===== config.mk =====
export PLATFORM = sky130hd
export DESIGN_NAME = blk_byte_buffer
export DESIGN_NICKNAME = d
export VERILOG_FILES = /design/src/rtl/blkbuf_pkg.sv /design/src/rtl/blkbuf_collect.sv /design/src/rtl/blkbuf_drain.sv /design/src/rtl/blk_byte_buffer.sv
export SDC_FILE = /design/constraint.sdc
export NUM_CORES = 1
export LEC_CHECK = 0
export ABC_CLOCK_PERIOD_IN_PS = 2300
export BUFFER_PORTS_ARGS = -buffer_cell sky130_fd_sc_hd__buf_2
export CAP_MARGIN = 20
export CORE_ASPECT_RATIO = 1.1
export CORE_MARGIN = 2
export CORE_UTILIZATION = 53
export CTS_BUF_LIST = sky130_fd_sc_hd__clkbuf_8 sky130_fd_sc_hd__clkbuf_16
export DETAILED_ROUTE_END_ITERATION = 6
export PLACE_DENSITY = 0.87
export REMOVE_ABC_BUFFERS = 1
export SYNTH_ARGS = -nofsm -noshare
export SYNTH_HDL_FRONTEND = slang
export SYNTH_HIERARCHICAL = 1
export SYNTH_SLANG_ARGS = --single-unit
export TNS_END_PERCENT = 10

===== constraint.sdc =====
create_clock -name clk -period 2.3 [get_ports clk]
set_clock_uncertainty 0.2 [all_clocks]
set_input_delay 0.23 -clock clk [delete_from_list [all_inputs] [get_ports clk]]
set_output_delay 0.23 -clock clk [all_outputs]
set_load 0.05 [all_outputs]

===== src/rtl/blkbuf_pkg.sv =====
// Shared types for the byte-serial block buffer.
// Assumes nothing beyond being compiled before the modules that import it.
package blkbuf_pkg;
    typedef enum logic {
        FILL_OPEN = 1'b0,
        FILL_HELD = 1'b1
    } fill_state_e;
endpackage


===== src/rtl/blkbuf_collect.sv =====
// Input collector: gathers bytes, first byte into the most significant slot,
// and fires a one-cycle start strobe when a block is full or marked last.
// Assumes release_i pulses exactly once per block, after the strobe.
module blkbuf_collect
    import blkbuf_pkg::*;
#(
    parameter int BYTE_W    = 8,
    parameter int BLK_BYTES = 16,
    localparam int BLK_W    = BYTE_W * BLK_BYTES,
    localparam int CNT_W    = $clog2(BLK_BYTES + 1)
) (
    input  logic              clk,
    input  logic              rst_n,
    input  logic              in_valid,
    input  logic [BYTE_W-1:0] in_data,
    input  logic              in_last,
    input  logic              release_i,
    output logic              in_ready,
    output logic              blk_start,
    output logic [BLK_W-1:0]  blk_data,
    output logic [CNT_W-1:0]  blk_count
);
    fill_state_e      state_q;
    logic [BLK_W-1:0] blk_q;
    logic [BLK_W-1:0] blk_nxt;
    logic [CNT_W-1:0] fill_cnt_q;
    logic             start_q;
    logic             final_byte;

    // Marks the byte that closes the block: last flag or sixteenth slot.
    assign final_byte = in_last || (fill_cnt_q == CNT_W'(BLK_BYTES - 1));

    // Writes the incoming byte into the slot picked by the fill count.
    always_comb begin
        blk_nxt = blk_q;
        for (int i = 0; i < BLK_BYTES; i++) begin
            if (fill_cnt_q == CNT_W'(i)) begin
                blk_nxt[BLK_W-1-i*BYTE_W -: BYTE_W] = in_data;
            end
        end
    end

    // Sequences fill, hold and release of the block register.
    always_ff @(posedge clk) begin
        if (!rst_n) begin
            state_q    <= FILL_OPEN;
            blk_q      <= '0;
            fill_cnt_q <= '0;
            start_q    <= 1'b0;
        end else begin
            start_q <= 1'b0;
            case (state_q)
                FILL_OPEN: begin
                    if (in_valid) begin
                        blk_q      <= blk_nxt;
                        fill_cnt_q <= fill_cnt_q + 1'b1;
                        if (final_byte) begin
                            state_q <= FILL_HELD;
                            start_q <= 1'b1;
                        end
                    end
                end
                default: begin
                    if (release_i) begin
                        state_q    <= FILL_OPEN;
                        fill_cnt_q <= '0;
                        blk_q      <= '0;
                    end
                end
            endcase
        end
    end

    assign in_ready  = (state_q == FILL_OPEN);
    assign blk_start = start_q;
    assign blk_data  = blk_q;
    assign blk_count = fill_cnt_q;

    // Flags any slot at or past the count that is not zero.
    logic [BLK_BYTES-1:0] pad_bad;
    for (genvar g = 0; g < BLK_BYTES; g++) begin : g_pad
        assign pad_bad[g] = (CNT_W'(g) >= blk_count) &&
                            (blk_data[BLK_W-1-g*BYTE_W -: BYTE_W] != '0);
    end


    start_pulse_chk: assert property (@(posedge clk) disable iff (!rst_n)
        blk_start |=> !blk_start);

    count_range_chk: assert property (@(posedge clk) disable iff (!rst_n)
        blk_start |-> (blk_count != '0 && blk_count <= CNT_W'(BLK_BYTES)));

    pad_zero_chk: assert property (@(posedge clk) disable iff (!rst_n)
        blk_start |-> (pad_bad == '0));

    ready_hold_chk: assert property (@(posedge clk) disable iff (!rst_n)
        (!in_ready && !release_i) |=> !in_ready);

    held_stable_chk: assert property (@(posedge clk) disable iff (!rst_n)
        (!in_ready && !release_i) |=> ($stable(blk_data) && $stable(blk_count)));
endmodule


===== src/rtl/blkbuf_drain.sv =====
// Output drain: captures the engine result on done and sends it one byte
// per valid/ready handshake, most significant byte first.
// Assumes done pulses that arrive while a result is held may be dropped.
module blkbuf_drain #(
    parameter int BYTE_W    = 8,
    parameter int BLK_BYTES = 16,
    localparam int BLK_W    = BYTE_W * BLK_BYTES,
    localparam int IDX_W    = $clog2(BLK_BYTES)
) (
    input  logic              clk,
    input  logic              rst_n,
    input  logic              eng_done,
    input  logic [BLK_W-1:0]  eng_result,
    input  logic              out_ready,
    output logic              out_valid,
    output logic [BYTE_W-1:0] out_data,
    output logic              drained_o
);
    logic [BLK_W-1:0] shift_q;
    logic [IDX_W-1:0] idx_q;
    logic             valid_q;
    logic             fire;

    // A byte moves when both sides agree in the same cycle.
    assign fire = valid_q && out_ready;

    // Captures a result when idle, otherwise shifts on each handshake.
    always_ff @(posedge clk) begin
        if (!rst_n) begin
            shift_q <= '0;
            idx_q   <= '0;
            valid_q <= 1'b0;
        end else if (!valid_q) begin
            if (eng_done) begin
                shift_q <= eng_result;
                idx_q   <= '0;
                valid_q <= 1'b1;
            end
        end else if (fire) begin
            shift_q <= shift_q << BYTE_W;
            idx_q   <= idx_q + 1'b1;
            if (idx_q == IDX_W'(BLK_BYTES - 1)) begin
                valid_q <= 1'b0;
            end
        end
    end

    assign out_valid = valid_q;
    assign out_data  = shift_q[BLK_W-1 -: BYTE_W];
    assign drained_o = fire && (idx_q == IDX_W'(BLK_BYTES - 1));


    stall_hold_chk: assert property (@(posedge clk) disable iff (!rst_n)
        (out_valid && !out_ready) |=> (out_valid && $stable(out_data)));

    drain_idle_chk: assert property (@(posedge clk) disable iff (!rst_n)
        drained_o |=> !out_valid);

    late_done_chk: assert property (@(posedge clk) disable iff (!rst_n)
        (out_valid && !out_ready && eng_done) |=> $stable(out_data));
endmodule


===== src/rtl/blk_byte_buffer.sv =====
// Top of the byte-serial block buffer: joins the input collector and the
// output drain so a new block opens only after the last result byte leaves.
// Assumes the engine raises done once per start strobe.
module blk_byte_buffer #(
    parameter int BYTE_W    = 8,
    parameter int BLK_BYTES = 16,
    localparam int BLK_W    = BYTE_W * BLK_BYTES,
    localparam int CNT_W    = $clog2(BLK_BYTES + 1)
) (
    input  logic              clk,
    input  logic              rst_n,
    input  logic              in_valid,
    input  logic [BYTE_W-1:0] in_data,
    input  logic              in_last,
    output logic              in_ready,
    output logic              blk_start,
    output logic [BLK_W-1:0]  blk_data,
    output logic [CNT_W-1:0]  blk_count,
    input  logic              eng_done,
    input  logic [BLK_W-1:0]  eng_result,
    output logic              out_valid,
    output logic [BYTE_W-1:0] out_data,
    input  logic              out_ready
);
    logic drained;

    blkbuf_collect #(.BYTE_W(BYTE_W), .BLK_BYTES(BLK_BYTES)) u_collect (
        .clk       (clk),
        .rst_n     (rst_n),
        .in_valid  (in_valid),
        .in_data   (in_data),
        .in_last   (in_last),
        .release_i (drained),
        .in_ready  (in_ready),
        .blk_start (blk_start),
        .blk_data  (blk_data),
        .blk_count (blk_count)
    );

    blkbuf_drain #(.BYTE_W(BYTE_W), .BLK_BYTES(BLK_BYTES)) u_drain (
        .clk        (clk),
        .rst_n      (rst_n),
        .eng_done   (eng_done),
        .eng_result (eng_result),
        .out_ready  (out_ready),
        .out_valid  (out_valid),
        .out_data   (out_data),
        .drained_o  (drained)
    );


    reset_idle_chk: assert property (@(posedge clk)
        !rst_n |=> (in_ready && !out_valid && !blk_start));

    reopen_chk: assert property (@(posedge clk) disable iff (!rst_n)
        drained |=> in_ready);
endmodule


# Word-level counts from Yosys, hierarchy flattened
# Index checks and enable logic that the tools add are counted.
# W data, S select, Z words.
[word_totals] ff_bits=268 output_inout_bits=144
[classes] add_sub_neg=2 eq_ne=18 mux=36 bitwise_logic=2 reduce_logical=41
[ops] operator="$mux W128" count=6
[ops] operator="$mux W8" count=16
[ops] operator="$reduce_and A3 Y1" count=16
[ops] operator="$eq A5 B4 Y1 const B" count=8
[ops] operator="$reduce_bool A2 Y1" count=18
[ops] operator="$eq A5 B3 Y1 const B" count=4
[ops] operator="$mux W5" count=3
[ops] operator="$mux W4" count=3
[ops] operator="$eq A5 B2 Y1 const B" count=2
[ops] operator="$mux W1" count=8
[ops] operator="$add A5 B1 Y5 const B" count=1
[ops] operator="$eq A5 B1 Y1 const B" count=1
[ops] operator="$logic_not A5 Y1" count=1
[ops] operator="$add A4 B1 Y4 const B" count=1
[ops] operator="$eq A4 B4 Y1 const B" count=1
[ops] operator="$ne A2 B2 Y1 const B" count=2
[ops] operator="$reduce_and A2 Y1" count=2
[ops] operator="$logic_and A1 B1 Y1" count=2
[ops] operator="$not A1 Y1" count=2
[ops] operator="$reduce_or A2 Y1" count=1
[ops] operator="$logic_or A1 B1 Y1" count=1

# Longest topological paths before layout
[logic_depth] word_depth=5 ltp_mapped=8 depth_no_buf=6

# Cells and area by module
# Netlist, hierarchy kept.
[by_module_without_submodules] mod="blkbuf_drain" instances=1 cells_each=596 area_each_um2=6244.7 seq_area_each_um2=2662.6
[by_module_without_submodules] mod="blkbuf_collect" instances=1 cells_each=503 area_each_um2=5230.0 seq_area_each_um2=2702.6

# Worst setup path after synthesis
# Ideal clock, no wire load.
[synth_timing] path_kind="register -> register" start="reg u_drain.valid_q (netlist: u_drain/out_valid)" end="reg u_collect.blk_q[15] (netlist: u_collect/blk_data[15])" setup_ns=0.075 arrival_ns=1.922 slack_ns=0.104 stages_incl_launch_ff=9 cell_sequence="dfxtp_1 -> buf_6 -> and2_1 -> and4_1 -> a21boi_1 -> buf_2 -> buf_2 -> nand2_1 -> mux2i_1"
[synth_between] elab_chain_len=4
[synth_lines] item="start, declared" line="blkbuf_drain.sv:21" rtl="logic valid_q;"
[synth_lines] item="start signal, assigned" line="blkbuf_drain.sv:32" rtl="valid_q <= 1'b0;"
[synth_lines] item="start signal, assigned" line="blkbuf_drain.sv:37" rtl="valid_q <= 1'b1;"
[synth_lines] item="start signal, assigned" line="blkbuf_drain.sv:43" rtl="valid_q <= 1'b0;"
[synth_lines] item="$logic_and A1 B1 Y1" line="blkbuf_drain.sv:25" rtl="assign fire = valid_q && out_ready;"
[synth_lines] item="$logic_and A1 B1 Y1" line="blkbuf_drain.sv:50" rtl="assign drained_o = fire && (idx_q == IDX_W'(BLK_BYTES - 1));"
[synth_lines] item="net drained" line="blk_byte_buffer.sv:25" rtl="logic drained;"
[synth_lines] item="$ne A2 B2 Y1 (no source line)"
[synth_lines] item="$reduce_and A3 Y1 (no source line)"
[synth_lines] item="end signal, assigned" line="blkbuf_collect.sv:55" rtl="blk_q <= blk_nxt;"
[synth_lines] item="end, declared" line="blkbuf_collect.sv:24" rtl="logic [BLK_W-1:0] blk_q;"
# The timed path passes the listed nets, and every way through them passes these cells.
# A chain may end at the register's enable or synchronous reset.

# Final worst setup path
[layout_timing] start="reg u_drain.valid_q (netlist: u_drain/out_valid)" end="out out_valid"
[layout_lines] item="end, declared" line="blk_byte_buffer.sv:21" rtl="output logic out_valid,"
# No word-level cell between the ends.

==> metrics.txt <==
# TYPE chip_impl_metric gauge
chip_impl_metric{name="start_util",unit=""} 0.539
chip_impl_info{name="crit_path_end_kind",value="primary output"} 1
chip_impl_metric{name="number_of_antenna_violations_at_the_first_check_in_global_routing",unit=""} 0
chip_impl_info{name="synth.largest_area_cell",value="dfxtp_1"} 1
chip_impl_info{name="synthTopCellsByCount",value="268 x dfxtp_1, 246 x nand2_1, 244 x mux2i_1, 121 x o211a_1, 38 x clkbuf_1"} 1
chip_impl_metric{name="area_growth_syn_to_layout",unit="%"} 31.8
chip_impl_metric{name="clock_tree_buffer_depth",unit=""} 3
chip_impl_metric{name="ctsHtreeMaxLevel",unit=""} 1
chip_impl_metric{name="post-layout-total-power",unit="W"} 0.0108
chip_impl_metric{name="synth_seq_area_share",unit=""} 0.468
chip_impl_info{name="post-synth-top-count-cell",value="dfxtp_1"} 1
chip_impl_metric{name="min_period",unit="ps"} 2220
chip_impl_metric{name="num_rows",unit=""} 56
chip_impl_metric{name="grt.overflow.total",unit=""} 0
chip_impl_metric{name="mappedNetlistArea",unit="µm²"} 11500
chip_impl_info{name="setup_repair_after_global_routing_missed_its_margin",value="false"} 1
chip_impl_metric{name="grt_max_degree",unit=""} 96
chip_impl_metric{name="ys_async_sr_fraction",unit=""} 0
chip_impl_metric{name="detail_route.wirelength",unit="µm"} 34900
chip_impl_metric{name="static-leakage-power",unit="nW"} 7.78
chip_impl_metric{name="antenna_left",unit=""} 0
chip_impl_metric{name="total_clock_buffers_created_by_cts",unit=""} 27
chip_impl_metric{name="dr.pass1.iters",unit=""} 5
chip_impl_metric{name="drt_first_iter_violations",unit=""} 661
chip_impl_metric{name="clk_latency",unit="ps"} 530
chip_impl_metric{name="post_route_cells_drive_above_1_share",unit=""} 0.250
chip_impl_metric{name="grt_pass1_vias",unit=""} 10200
chip_impl_info{name="synth.area.top_cells",value="dfxtp_1 47%, mux2i_1 21%, o211a_1 11%, nand2_1 8.0%, buf_6 2.4%"} 1
chip_impl_metric{name="fin_worst_hold_slack",unit="ps"} 21.1
chip_impl_metric{name="syn-mean-instance-area",unit="µm²"} 10.4
chip_impl_metric{name="max_slew.worst_pin.slew",unit="ps"} 619
chip_impl_metric{name="floorplan.die.height",unit="µm"} 158
chip_impl_metric{name="worst_setup_hold_path_clk_slew",unit="ps"} 70
chip_impl_metric{name="syn_inst",unit=""} 1099
chip_impl_metric{name="finalSetupViolations",unit=""} 0
chip_impl_metric{name="synthDistinctLibCells",unit=""} 40
chip_impl_metric{name="detail_route.wl_per_cell",unit="µm"} 19.6
chip_impl_metric{name="clock_sink_count",unit=""} 268
chip_impl_metric{name="synthDominantCellAreaShare",unit=""} 0.468
chip_impl_metric{name="filler_cell_count_in_the_final_layout",unit=""} 1376
chip_impl_metric{name="synth_warnings",unit=""} 6
chip_impl_metric{name="timing.reg2reg.setup_slack",unit="ps"} 200
chip_impl_info{name="status",value="completed"} 1
chip_impl_metric{name="timing.final.hold_violations",unit=""} 0
chip_impl_metric{name="max_cap_violations",unit=""} 0
chip_impl_info{name="min_path_type",value="primary input to flop"} 1
chip_impl_metric{name="max-slew-margin-rel",unit=""} 0.585
chip_impl_metric{name="vdd.ir_drop.worst",unit="mV"} 0.578
chip_impl_metric{name="floorplan.core_area",unit="µm²"} 21300
chip_impl_metric{name="min_period_over_period",unit=""} 0.966
chip_impl_metric{name="design.portCount",unit=""} 286
chip_impl_metric{name="die_width",unit="µm"} 144
chip_impl_metric{name="grt_pass1_wl",unit="µm"} 53000
chip_impl_metric{name="number_of_slew_limit_violations_in_the_final_report",unit=""} 0
chip_impl_info{name="setup.worst_path.start_class",value="flop"} 1
chip_impl_metric{name="synth_enable_flop_cells",unit=""} 0
chip_impl_metric{name="worst-endpoint-arrival",unit="ps"} 1790
chip_impl_metric{name="gp_congestion",unit=""} 0.798
chip_impl_metric{name="dp_hpwl",unit="µm"} 19000
chip_impl_metric{name="post_drt_via_cell_ratio",unit=""} 5.67
chip_impl_metric{name="die_area",unit="µm²"} 22800
chip_impl_info{name="tritoncts",value="built"} 1
chip_impl_metric{name="design.final.nets",unit=""} 1626
chip_impl_metric{name="postSynthRegisterBits",unit=""} 268
chip_impl_metric{name="highest_achievable_clock_rate",unit="GHz"} 0.450
chip_impl_metric{name="buffer_ports.inserted",unit=""} 285
chip_impl_metric{name="detailroute.via_count",unit=""} 10100
chip_impl_info{name="clock-root-buffer",value="clkbuf_16"} 1
chip_impl_info{name="crit_type",value="flop to primary output"} 1
chip_impl_metric{name="route.detailed.drc",unit=""} 0
chip_impl_metric{name="critPathMaxFanout",unit=""} 81
chip_impl_metric{name="globalRouteTotalUtil",unit=""} 0.291
chip_impl_info{name="ys.flop_type",value="dfxtp_1"} 1
chip_impl_metric{name="crit_required",unit="ps"} 1870
chip_impl_metric{name="power_density",unit="nW/µm²"} 714
area by class of cell:
type / instances / area (µm²) / area share
inverters: 6 / 22.5 / 0.00149
clock buffers: 30 / 717 / 0.0474
diodes: 2 / 5.00 / 0.000331
flip-flops and latches: 268 / 5370 / 0.355
multi-input cells: 725 / 5490 / 0.363
clock inverters: 11 / 100 / 0.00662
well taps: 290 / 363 / 0.0240
repair buffers: 450 / 3060 / 0.202
power breakdown:
part           leakage [nW]  internal (W)  switching (W)
clock                 0.428       0.00242        0.00179
combinational          5.16      0.000677       0.000868
sequential             2.19       0.00488       0.000166
through the flow:
stage | area, µm² | setup WS [ps] | util | instances | TNS, ps
detailed placement | 13000 | 268 | 0.609 | 1607 | 0
finish | 15100 | 77.7 | 0.710 | 1782 | 0
global placement | 13000 | 356 | 0.609 | 1607 | 0
global route | 15100 | 32.6 | 0.710 | 1780 | 0
CTS | 15100 | 104 | 0.710 | 1780 | 0
floorplan | 10800 | -5690 | - | 999 | -1328450
placed cells by master (no fill, tap or decap), types with 5 or more instances in the layout:
cell type,count
clkbuf_16,27
nand2_1,246
inv_1,12
ha_1,6
dlygate4sd3_1,132
buf_12,5
mux2i_1,244
nand2b_1,5
a22oi_1,10
o211a_1,121
o221ai_1,8
nand3_1,24
dfxtp_1,267
nor2b_1,11
buf_4,29
buf_2,284
nor2_1,8
final timing paths:
path / startpoint / to / depth (start not counted)
worst max-delay path: u_drain/out_valid$_SDFF_PN0_ / out_valid / 2
worst min-delay path: rst_n / u_collect/blk_data[34]$_SDFFE_PN0P_ / 3
worst max register to register: u_drain/out_valid$_SDFF_PN0_ / u_drain/shift_q[22]$_SDFFE_PN0P_ / 5
worst min register to register: u_collect/blk_data[52]$_SDFFE_PN0P_ / u_collect/blk_data[52]$_SDFFE_PN0P_ / 2
worst max-delay path: stages (launching register included):
cell and delay (ps):
dfxtp_4 390, buf_12 440, buf_2 370
layer usage:
layer | vias to the layer above | routed length (µm) | global-route usage
met1 | 4820 | 13400 | 0.340
met2 | 551 | 17000 | 0.504
met3 | 131 | 2810 | 0.0608
met4 | 0 | 1600 | 0.150
met5 | - | 0 | 0
li1 | 4610 | - | -
cells by family (layout without fill, tap and decap cells):
logic type                 count (synthesis)  in the layout  synth area share
AOI/OAI and AO/OA                        149            149             0.123
xor gates and xnor gates                   1              1          0.000763
adders and majority gates                  6              6           0.00654
buffers and inverters                    106            497            0.0565
DFF                                      268            268             0.468
muxes                                    245            245             0.214
other                                      0              2                 0
and+or+nand+nor                          324            324             0.131
what timing repair did:
| item | in CTS | in global routing |
|---|---|---|
| hold buffers | 132 | 0 |
| endpoints found under the hold margin | 134 | 0 |
| gates resized for setup | 0 | 1 |
| buffers inserted | 0 | 0 |
| endpoints found under the setup margin | 0 | 1 |
flip-flops by register name (all words and copies together) (netlist names):
name	cells
u_collect/blk_count	5
u_collect/blk_data	128
u_collect/blk_start	1
u_collect/state_q	1
u_drain/idx_q	4
u_drain/out_valid	1
u_drain/shift_q	128
No activity file was read; power rests on OpenSTA's default activity.
